===== config.mk =====
export PLATFORM = sky130hd
export DESIGN_NAME = wr_turn_guard
export DESIGN_NICKNAME = d
export VERILOG_FILES = /design/src/rtl/wtg_pkg.sv /design/src/rtl/wtg_cfg_reg.sv /design/src/rtl/wtg_gap_timer.sv /design/src/rtl/wr_turn_guard.sv
export SDC_FILE = /design/constraint.sdc
export NUM_CORES = 1
export LEC_CHECK = 0
export ABC_CLOCK_PERIOD_IN_PS = 2200
export BUFFER_PORTS_ARGS = -buffer_cell sky130_fd_sc_hd__buf_2
export CAP_MARGIN = 5
export CORE_MARGIN = 10
export CORE_UTILIZATION = 30
export CTS_CLUSTER_SIZE = 24
export DETAILED_ROUTE_END_ITERATION = 8
export PLACE_DENSITY_LB_ADDON = 0.12
export SETUP_SLACK_MARGIN = 0.1
export SYNTH_ARGS = -nofsm -noshare
export SYNTH_HDL_FRONTEND = slang
export SYNTH_SLANG_ARGS = --single-unit

===== constraint.sdc =====
create_clock -name clk_i -period 2.2 [get_ports clk_i]
set_input_delay 0.22 -clock clk_i [delete_from_list [all_inputs] [get_ports clk_i]]
set_output_delay 0.22 -clock clk_i [all_outputs]
set_load 0.01 [all_outputs]

===== src/rtl/wtg_pkg.sv =====
package wtg_pkg;
  localparam int CNT_W = 3;
  localparam int N_TMR = 3;
  localparam int T_WTR = 0;
  localparam int T_REC = 1;
  localparam int T_DIF = 2;

  typedef enum logic [1:0] {
    CMD_NOP = 2'b00,
    CMD_RD  = 2'b01,
    CMD_WR  = 2'b10,
    CMD_PRE = 2'b11
  } cmd_e;

  function automatic logic cfg_reserved(input logic [31:0] v);
    return v[31] | (v[29:28] == 2'b11);
  endfunction
endpackage


===== src/rtl/wtg_cfg_reg.sv =====
module wtg_cfg_reg
  import wtg_pkg::*;
#(
  parameter int ADDR_W = 8,
  parameter logic [ADDR_W-1:0] OFS = 8'h60,
  parameter logic [31:0] RST = 32'h1800_4425
) (
  input  logic              clk_i,
  input  logic              rst_ni,
  input  logic              we_i,
  input  logic [ADDR_W-1:0] addr_i,
  input  logic [31:0]       wdata_i,
  output logic [31:0]       rdata_o,
  output logic [CNT_W-1:0]  wtr_ld_o,
  output logic [CNT_W-1:0]  rec_ld_o,
  output logic [CNT_W-1:0]  dif_ld_o,
  output logic              err_o
);
  logic [31:0] cfg_q;
  logic        err_q;
  logic        hit;

  assign hit = (addr_i == OFS);

  always_ff @(posedge clk_i or negedge rst_ni) begin
    if (!rst_ni) begin
      cfg_q <= RST;
      err_q <= 1'b0;
    end else if (we_i && hit) begin
      cfg_q <= wdata_i;
      err_q <= err_q | cfg_reserved(wdata_i);
    end
  end

  assign rdata_o = hit ? cfg_q : '0;
  assign err_o   = err_q;

  // load value = gap - 1; reserved codes take the slowest value
  assign wtr_ld_o = cfg_q[31] ? CNT_W'(1) : CNT_W'(0);
  assign rec_ld_o = cfg_q[30] ? CNT_W'(2) : CNT_W'(1);
  always_comb begin
    unique case (cfg_q[29:28])
      2'b00:   dif_ld_o = CNT_W'(3);
      2'b01:   dif_ld_o = CNT_W'(2);
      2'b10:   dif_ld_o = CNT_W'(1);
      default: dif_ld_o = CNT_W'(3);
    endcase
  end

  assert_foreign_wr_ignored_R1: assert property (@(posedge clk_i) disable iff (!rst_ni)
    (we_i && !hit) |=> (cfg_q == $past(cfg_q)));
  assert_err_sticky_R8: assert property (@(posedge clk_i) disable iff (!rst_ni)
    err_q |=> err_q);
endmodule


===== src/rtl/wtg_gap_timer.sv =====
module wtg_gap_timer #(
  parameter int CNT_W = 3
) (
  input  logic             clk_i,
  input  logic             rst_ni,
  input  logic             load_i,
  input  logic [CNT_W-1:0] val_i,
  output logic             zero_o
);
  logic [CNT_W-1:0] cnt_q;

  always_ff @(posedge clk_i or negedge rst_ni) begin
    if (!rst_ni)            cnt_q <= '0;
    else if (load_i)        cnt_q <= val_i;
    else if (cnt_q != '0)   cnt_q <= cnt_q - 1'b1;
  end

  assign zero_o = (cnt_q == '0);

  assert_reload_R7: assert property (@(posedge clk_i) disable iff (!rst_ni)
    load_i |=> (cnt_q == $past(val_i)));
  assert_countdown_R9: assert property (@(posedge clk_i) disable iff (!rst_ni)
    (!load_i && cnt_q != '0) |=> (cnt_q == $past(cnt_q) - 1'b1));
endmodule


===== src/rtl/wr_turn_guard.sv =====
module wr_turn_guard
  import wtg_pkg::*;
#(
  parameter int BANK_W = 2,
  parameter int ROW_W  = 13,
  parameter int ADDR_W = 8,
  parameter logic [ADDR_W-1:0] REG_OFS = 8'h60,
  parameter logic [31:0] REG_RST = 32'h1800_4425
) (
  input  logic              clk_i,
  input  logic              rst_ni,
  input  logic              reg_we_i,
  input  logic [ADDR_W-1:0] reg_addr_i,
  input  logic [31:0]       reg_wdata_i,
  output logic [31:0]       reg_rdata_o,
  input  logic              cmd_valid_i,
  input  logic [1:0]        cmd_type_i,
  input  logic [BANK_W-1:0] cmd_bank_i,
  input  logic [ROW_W-1:0]  cmd_row_i,
  output logic              rd_ok_o,
  output logic              pre_ok_o,
  output logic              cfg_err_o
);
  logic [CNT_W-1:0] ld [N_TMR];
  logic [N_TMR-1:0] zero;
  logic             wr_fire;
  logic             same_hit;
  logic [BANK_W-1:0] last_bank_q;
  logic [ROW_W-1:0]  last_row_q;

  assign wr_fire = cmd_valid_i && (cmd_e'(cmd_type_i) == CMD_WR);

  wtg_cfg_reg #(.ADDR_W(ADDR_W), .OFS(REG_OFS), .RST(REG_RST)) u_cfg (
    .clk_i    (clk_i),
    .rst_ni   (rst_ni),
    .we_i     (reg_we_i),
    .addr_i   (reg_addr_i),
    .wdata_i  (reg_wdata_i),
    .rdata_o  (reg_rdata_o),
    .wtr_ld_o (ld[T_WTR]),
    .rec_ld_o (ld[T_REC]),
    .dif_ld_o (ld[T_DIF]),
    .err_o    (cfg_err_o)
  );

  for (genvar gi = 0; gi < N_TMR; gi++) begin : g_tmr
    wtg_gap_timer #(.CNT_W(CNT_W)) u_tmr (
      .clk_i  (clk_i),
      .rst_ni (rst_ni),
      .load_i (wr_fire),
      .val_i  (ld[gi]),
      .zero_o (zero[gi])
    );
  end

  always_ff @(posedge clk_i or negedge rst_ni) begin
    if (!rst_ni) begin
      last_bank_q <= '0;
      last_row_q  <= '0;
    end else if (wr_fire) begin
      last_bank_q <= cmd_bank_i;
      last_row_q  <= cmd_row_i;
    end
  end

  // before any write all timers sit at zero, so the match result is moot
  assign same_hit = (cmd_bank_i == last_bank_q) && (cmd_row_i == last_row_q);
  assign rd_ok_o  = same_hit ? zero[T_WTR] : zero[T_DIF];
  assign pre_ok_o = zero[T_REC];

  assert_pre_blocked_R4: assert property (@(posedge clk_i) disable iff (!rst_ni)
    wr_fire |=> !pre_ok_o);
  assert_diff_row_blocked_R6: assert property (@(posedge clk_i) disable iff (!rst_ni)
    wr_fire |=> (!rd_ok_o ||
                 (cmd_bank_i == $past(cmd_bank_i) && cmd_row_i == $past(cmd_row_i))));
endmodule


# After elaboration in Yosys (flattened, before gate mapping)
# Cells that the tools add are included.
[classes]
n_eq_ne = 7
muxes = 11
n_reduce_logical = 12
add_sub_neg = 3
n_bitwise = 2
[op_table]
columns = ["cell", "count"]
rows = [
  ["$mux 32", 1],
  ["$mux 3", 6],
  ["$eq 13x13->1", 1],
  ["$logic_not 3->1", 3],
  ["$reduce_bool 3->1", 3],
  ["$sub 3x1->3 const B", 3],
  ["$eq 8x7->1 const B", 1],
  ["$eq 2x2->1 const B", 3],
  ["$reduce_bool 2->1", 3],
  ["$pmux 2 s2", 1],
  ["$logic_and 1x1->1", 3],
  ["$eq 2x1->1 const B", 1],
  ["$eq 2x2->1", 1],
  ["$mux 1", 2],
  ["$mux 2", 1],
  ["$or 1x1->1", 2],
]
[word_totals]
regBits = 57
inputBits = 61
wordCells = 42
out_inout_bits = 35

# Depth between registers and ports, before layout
[depth]
ltp_word = 3
ltp_mapped = 6
depth_no_buf = 6

# Modules after synthesis
# Synthesis repeated with hierarchy kept, for this count alone.
[hier_totals]
hier_cells = 268
area_unflattened_um2 = 3029.2
[by_module_without_submodules]
columns = ["mod", "seq_area_each_um2", "instances", "cells_each", "area_per_inst_um2"]
rows = [
  ["wtg_cfg_reg", 834.6, 1, 120, 1687.9],
  ["wr_turn_guard", 375.4, 1, 85, 737.0],
  ["wtg_gap_timer", 75.1, 3, 21, 201.4],
]

# Worst setup path before layout
# No wires, ideal clock.
[synth_path]
path_type = "in2reg"
startpoint = "input port reg_addr_i[3]"
endpoint = "register u_cfg.cfg_q[11]"
path_buffers = 2
slack_ps = 756
cell_stages = 6
setup_ps = 125
required_ps = 2075
arrival_ps = 1318
path_cell_list = "nor4b_1 > and4b_1 > buf_6 > nand2_8 > buf_12 > mux2_4"
[synth_via]
elab_chain_len = 2
[synth_rtl]
columns = ["item", "line_no", "text"]
rows = [
  ["start: declaration", "wr_turn_guard.sv:13", "input logic [ADDR_W-1:0] reg_addr_i,"],
  ["$eq 8x7->1", "wtg_cfg_reg.sv:23", "assign hit = (addr_i == OFS);"],
  ["$logic_and 1x1->1", "wtg_cfg_reg.sv:29", "end else if (we_i && hit) begin"],
  ["end signal: assignment", "wtg_cfg_reg.sv:30", "cfg_q <= wdata_i;"],
  ["end: declaration", "wtg_cfg_reg.sv:19", "logic [31:0] cfg_q;"],
]
# Every way passes these cells.
# A chain may end at the register's enable or synchronous reset.

# Worst setup path in the final report
[layout_path]
startpoint = "register last_row_q[6]"
endpoint = "output port rd_ok_o"
[layout_via]
elab_chain_len = 3
[layout_rtl]
columns = ["item", "line_no", "text"]
rows = [
  ["start: declaration", "wr_turn_guard.sv:29", "logic [ROW_W-1:0] last_row_q;"],
  ["start signal: assignment", "wr_turn_guard.sv:62", "last_row_q <= cmd_row_i;"],
  ["$eq 13x13->1", "wr_turn_guard.sv:67", "assign same_hit = (cmd_bank_i == last_bank_q) && (cmd_row_i == last_row_q);"],
  ["$logic_and 1x1->1", "wr_turn_guard.sv:67", ""],
  ["$mux 1", "wr_turn_guard.sv:68", "assign rd_ok_o = same_hit ? zero[T_WTR] : zero[T_DIF];"],
  ["end: declaration", "wr_turn_guard.sv:20", "output logic rd_ok_o,"],
]
# Every way passes these cells.

==> out/metrics.csv <==
stage,metric,value,unit
sta,tns,0,ps
final_layout,final_cell_mix,"95 x buf_2, 50 x dfrtp_1, 46 x nand2_1, 30 x and2_1, 29 x mux2_4",
clock_tree,clk_pin_slew,60,ps
synthesis,synth_area_leaders,"dfrtp_1 43%, mux2_4 15%, and2_1 6.5%",
clock_tree,h-tree-depth,3,
die,rows,35,
place,dpl.hpwl,4740,um
final_layout,regArea,1440,sq um
grt,grt_antenna_before_repair,0,
clock_tree,cts.sinks,57,
hold_path,hold_class,in2async,
drt,drtAntennaViolNets,0,
place,gp_congestion,0.685,
critical_path,worstSetupPathType,reg2out,
sta,maxSlewViolCount,0,
critical_path,critPathCaptureType,output port,
grt,grt_pass1_vias,2233,
drt,drtPass1Iterations,4,
drt,post-route-drc-count,0,
die,coreArea,9280,sq um
synthesis,synth_cell_types,30,
synthesis,synth-seq-cells,57,
clock_tree,cts_tree,built,
die,start_util,31.0,%
critical_path,critPathMaxStageDelay,390,ps
sta,fmax,505,MHz
pwr,ir_drop,225,uV
clock_tree,cts_hold_buf,0,
grt,grt_pass1_wl,11000,um
clock_tree,cts_buffer_depth,2,
die,io_pins,96,
synthesis,seq_area_frac_synth,49.8,%
die,fp.dieW,118,um
clock_tree,cts-root-buf,clkbuf_8,
final_layout,n_antenna_cell,0,
drt,avgViaCountPerCell,4.18,
sta,max-slew-margin-rel,49.6,%
sta,rsz0062_at_grt,no,
die,dieArea,13900,sq um
place,io_buffers,95,
clock_tree,cts_buffers,9,
pwr,power_density,801,nW/um^2
drt,first_iter_violations,91,
critical_path,cp_max_fo,2,
critical_path,cp.required,1980,ps
critical_path,path_cells,xor2_1 -> nor4_2 -> nand4_1 -> mux2i_1 -> buf_2,
drt,drt_wl_total,6650,um
sta,tightest_slew,755,ps
sta,setup_viol,0,
critical_path,critPathSlowestCell,dfrtp_1,
run,maxCapViolations,0,
sta,fin_worst_skew,3.47,ps
grt,gr-total-overflow,0,
critical_path,arrival,1760,ps
sta,min_period,1980,ps
sta,timing.final.crit_share,90.0,%
status,status,"finished, final reports clean",
drt,wl_per_cell,13.7,um
synthesis,yosysWarnings,0,
critical_path,start_kind,register,
final_layout,fill_cells,943,
sta,hold_violations,0,
synthesis,synthCells,250,
final_layout,drive_above_1_share,44.5,%
final_layout,multi_input_area,1330,sq um
synthesis,syn_avg_cell_area,11.5,sq um
synthesis,netlist_area,2880,sq um
grt,grt_max_degree,58,
synthesis,synth_top_cell_by_area,dfrtp_1,
place,post-place-ws,371,ps
final_layout,synthToLayoutAreaGrowth,27.4,%
grt,grtUsageTotal,9.69,%
sta,setup_ws,220,ps
synthesis,synth_top_area_share,43.4,%
drt,vias,2025,
pwr,power_leakage,0.00206,uW
synthesis,synth_nets,317,
final_layout,finalNetCount,417,
final_layout,layout_commonest_cell,buf_2,
die,die_h,118,um
clock_tree,insertion_delay,320,ps
==> per-stage QoR <==
| stage | util [%] | hold WS (ps) | instance area, sq um | power (uW) | std cells |
|---|---|---|---|---|---|
| floorplan | - | -75.6 | 2880 | 1780 | 250 |
| global placement | 37.3 | 435 | 3460 | 1960 | 468 |
| detailed placement | 37.3 | 441 | 3460 | 1980 | 468 |
| CTS | 39.4 | 82.0 | 3660 | 3000 | 484 |
| global route | 39.5 | 99.7 | 3670 | 3160 | 484 |
| finish | 39.5 | 45.2 | 3670 | 2940 | 484 |
==> power breakdown <==
group	internal [uW]	switching (uW)	total, uW
Combinational	330	322	653
Clock	582	400	982
Sequential	1220	89.2	1300
Total	2130	812	2940
==> Yosys cell counts, drive strengths merged <==
cell	instances
a211oi	2
a21o	1
a21oi	6
a31oi	1
and2	32
and4b	1
buf	4
clkbuf	7
dfrtp	50
dfstp	7
ha	6
inv	9
mux2	32
mux2i	3
nand2	47
nand2b	1
nand4	1
nor2	13
nor2b	1
nor3	2
nor4	3
nor4b	1
o21bai	1
or2	1
xnor2	3
xor2	15
==> cell families after synthesis <==
family,count (synthesis),share of synthesized area [%]
muxes,35,17.3
DFF,57,49.8
and+or+nand+nor,103,17.9
xor gates and xnor gates,18,5.47
adders and majority gates,6,2.61
AOI/OAI and AO/OA,11,2.30
buffers and inverters,20,4.56
==> sequential cells by signal, summed over array words and instances, names as in the netlist <==
register / flops
g_tmr.u_tmr.cnt_q: 9
last_bank_q: 2
last_row_q: 13
u_cfg.cfg_q: 32
u_cfg.err_o: 1
==> what timing repair did <==
item / CTS / global route
setup buffers: 0 / 0
gates resized for setup: 0 / 2
hold endpoints to repair: 0 / 0
setup endpoints to repair: 0 / 1
==> area by class of cell <==
cell class / count / share of cell area [%]
flip-flops and latches: 57 / 39.1
multi-input cells: 173 / 36.2
repair buffers: 100 / 14.0
well taps: 129 / 4.40
clock buffers: 13 / 4.33
clock inverters: 3 / 1.09
inverters: 9 / 0.921
==> routing by layer <==
layer,up-vias,track usage [%],wire length [um],part of all wire (%)
met2,66,14.6,2920,44
met1,943,11.4,3070,46
li1,1008,-,-,-
met4,0,4.40,78,1.2
met3,8,4.56,577,8.7
met5,-,0,0,0
==> final timing paths <==
kind | end | cells after the start | start | slack, ps
setup / recovery | rd_ok_o | 5 | last_row_q[6] | 220
min in group clk_i | last_row_q[12] | 3 | cmd_row_i[12] | 110
hold / removal | last_row_q[6] | 2 | rst_ni | 50
hold reg to reg | u_cfg.err_o | 1 | u_cfg.err_o | 470
setup reg to reg | g_tmr[2].u_tmr.cnt_q[1] | 6 | g_tmr[2].u_tmr.cnt_q[0] | 830
max in group asynchronous | u_cfg.cfg_q[31] | 2 | rst_ni | 1640
==> critical path: cells and delay by family, from the launching register on <==
family / cells / cell delay, ps
AND/OR/NAND/NOR: 2 / 480
flip-flops: 1 / 390
XOR/XNOR: 1 / 170
buffers and inverters: 1 / 170
multiplexers: 1 / 220
Power figures use the tool's default switching activity.
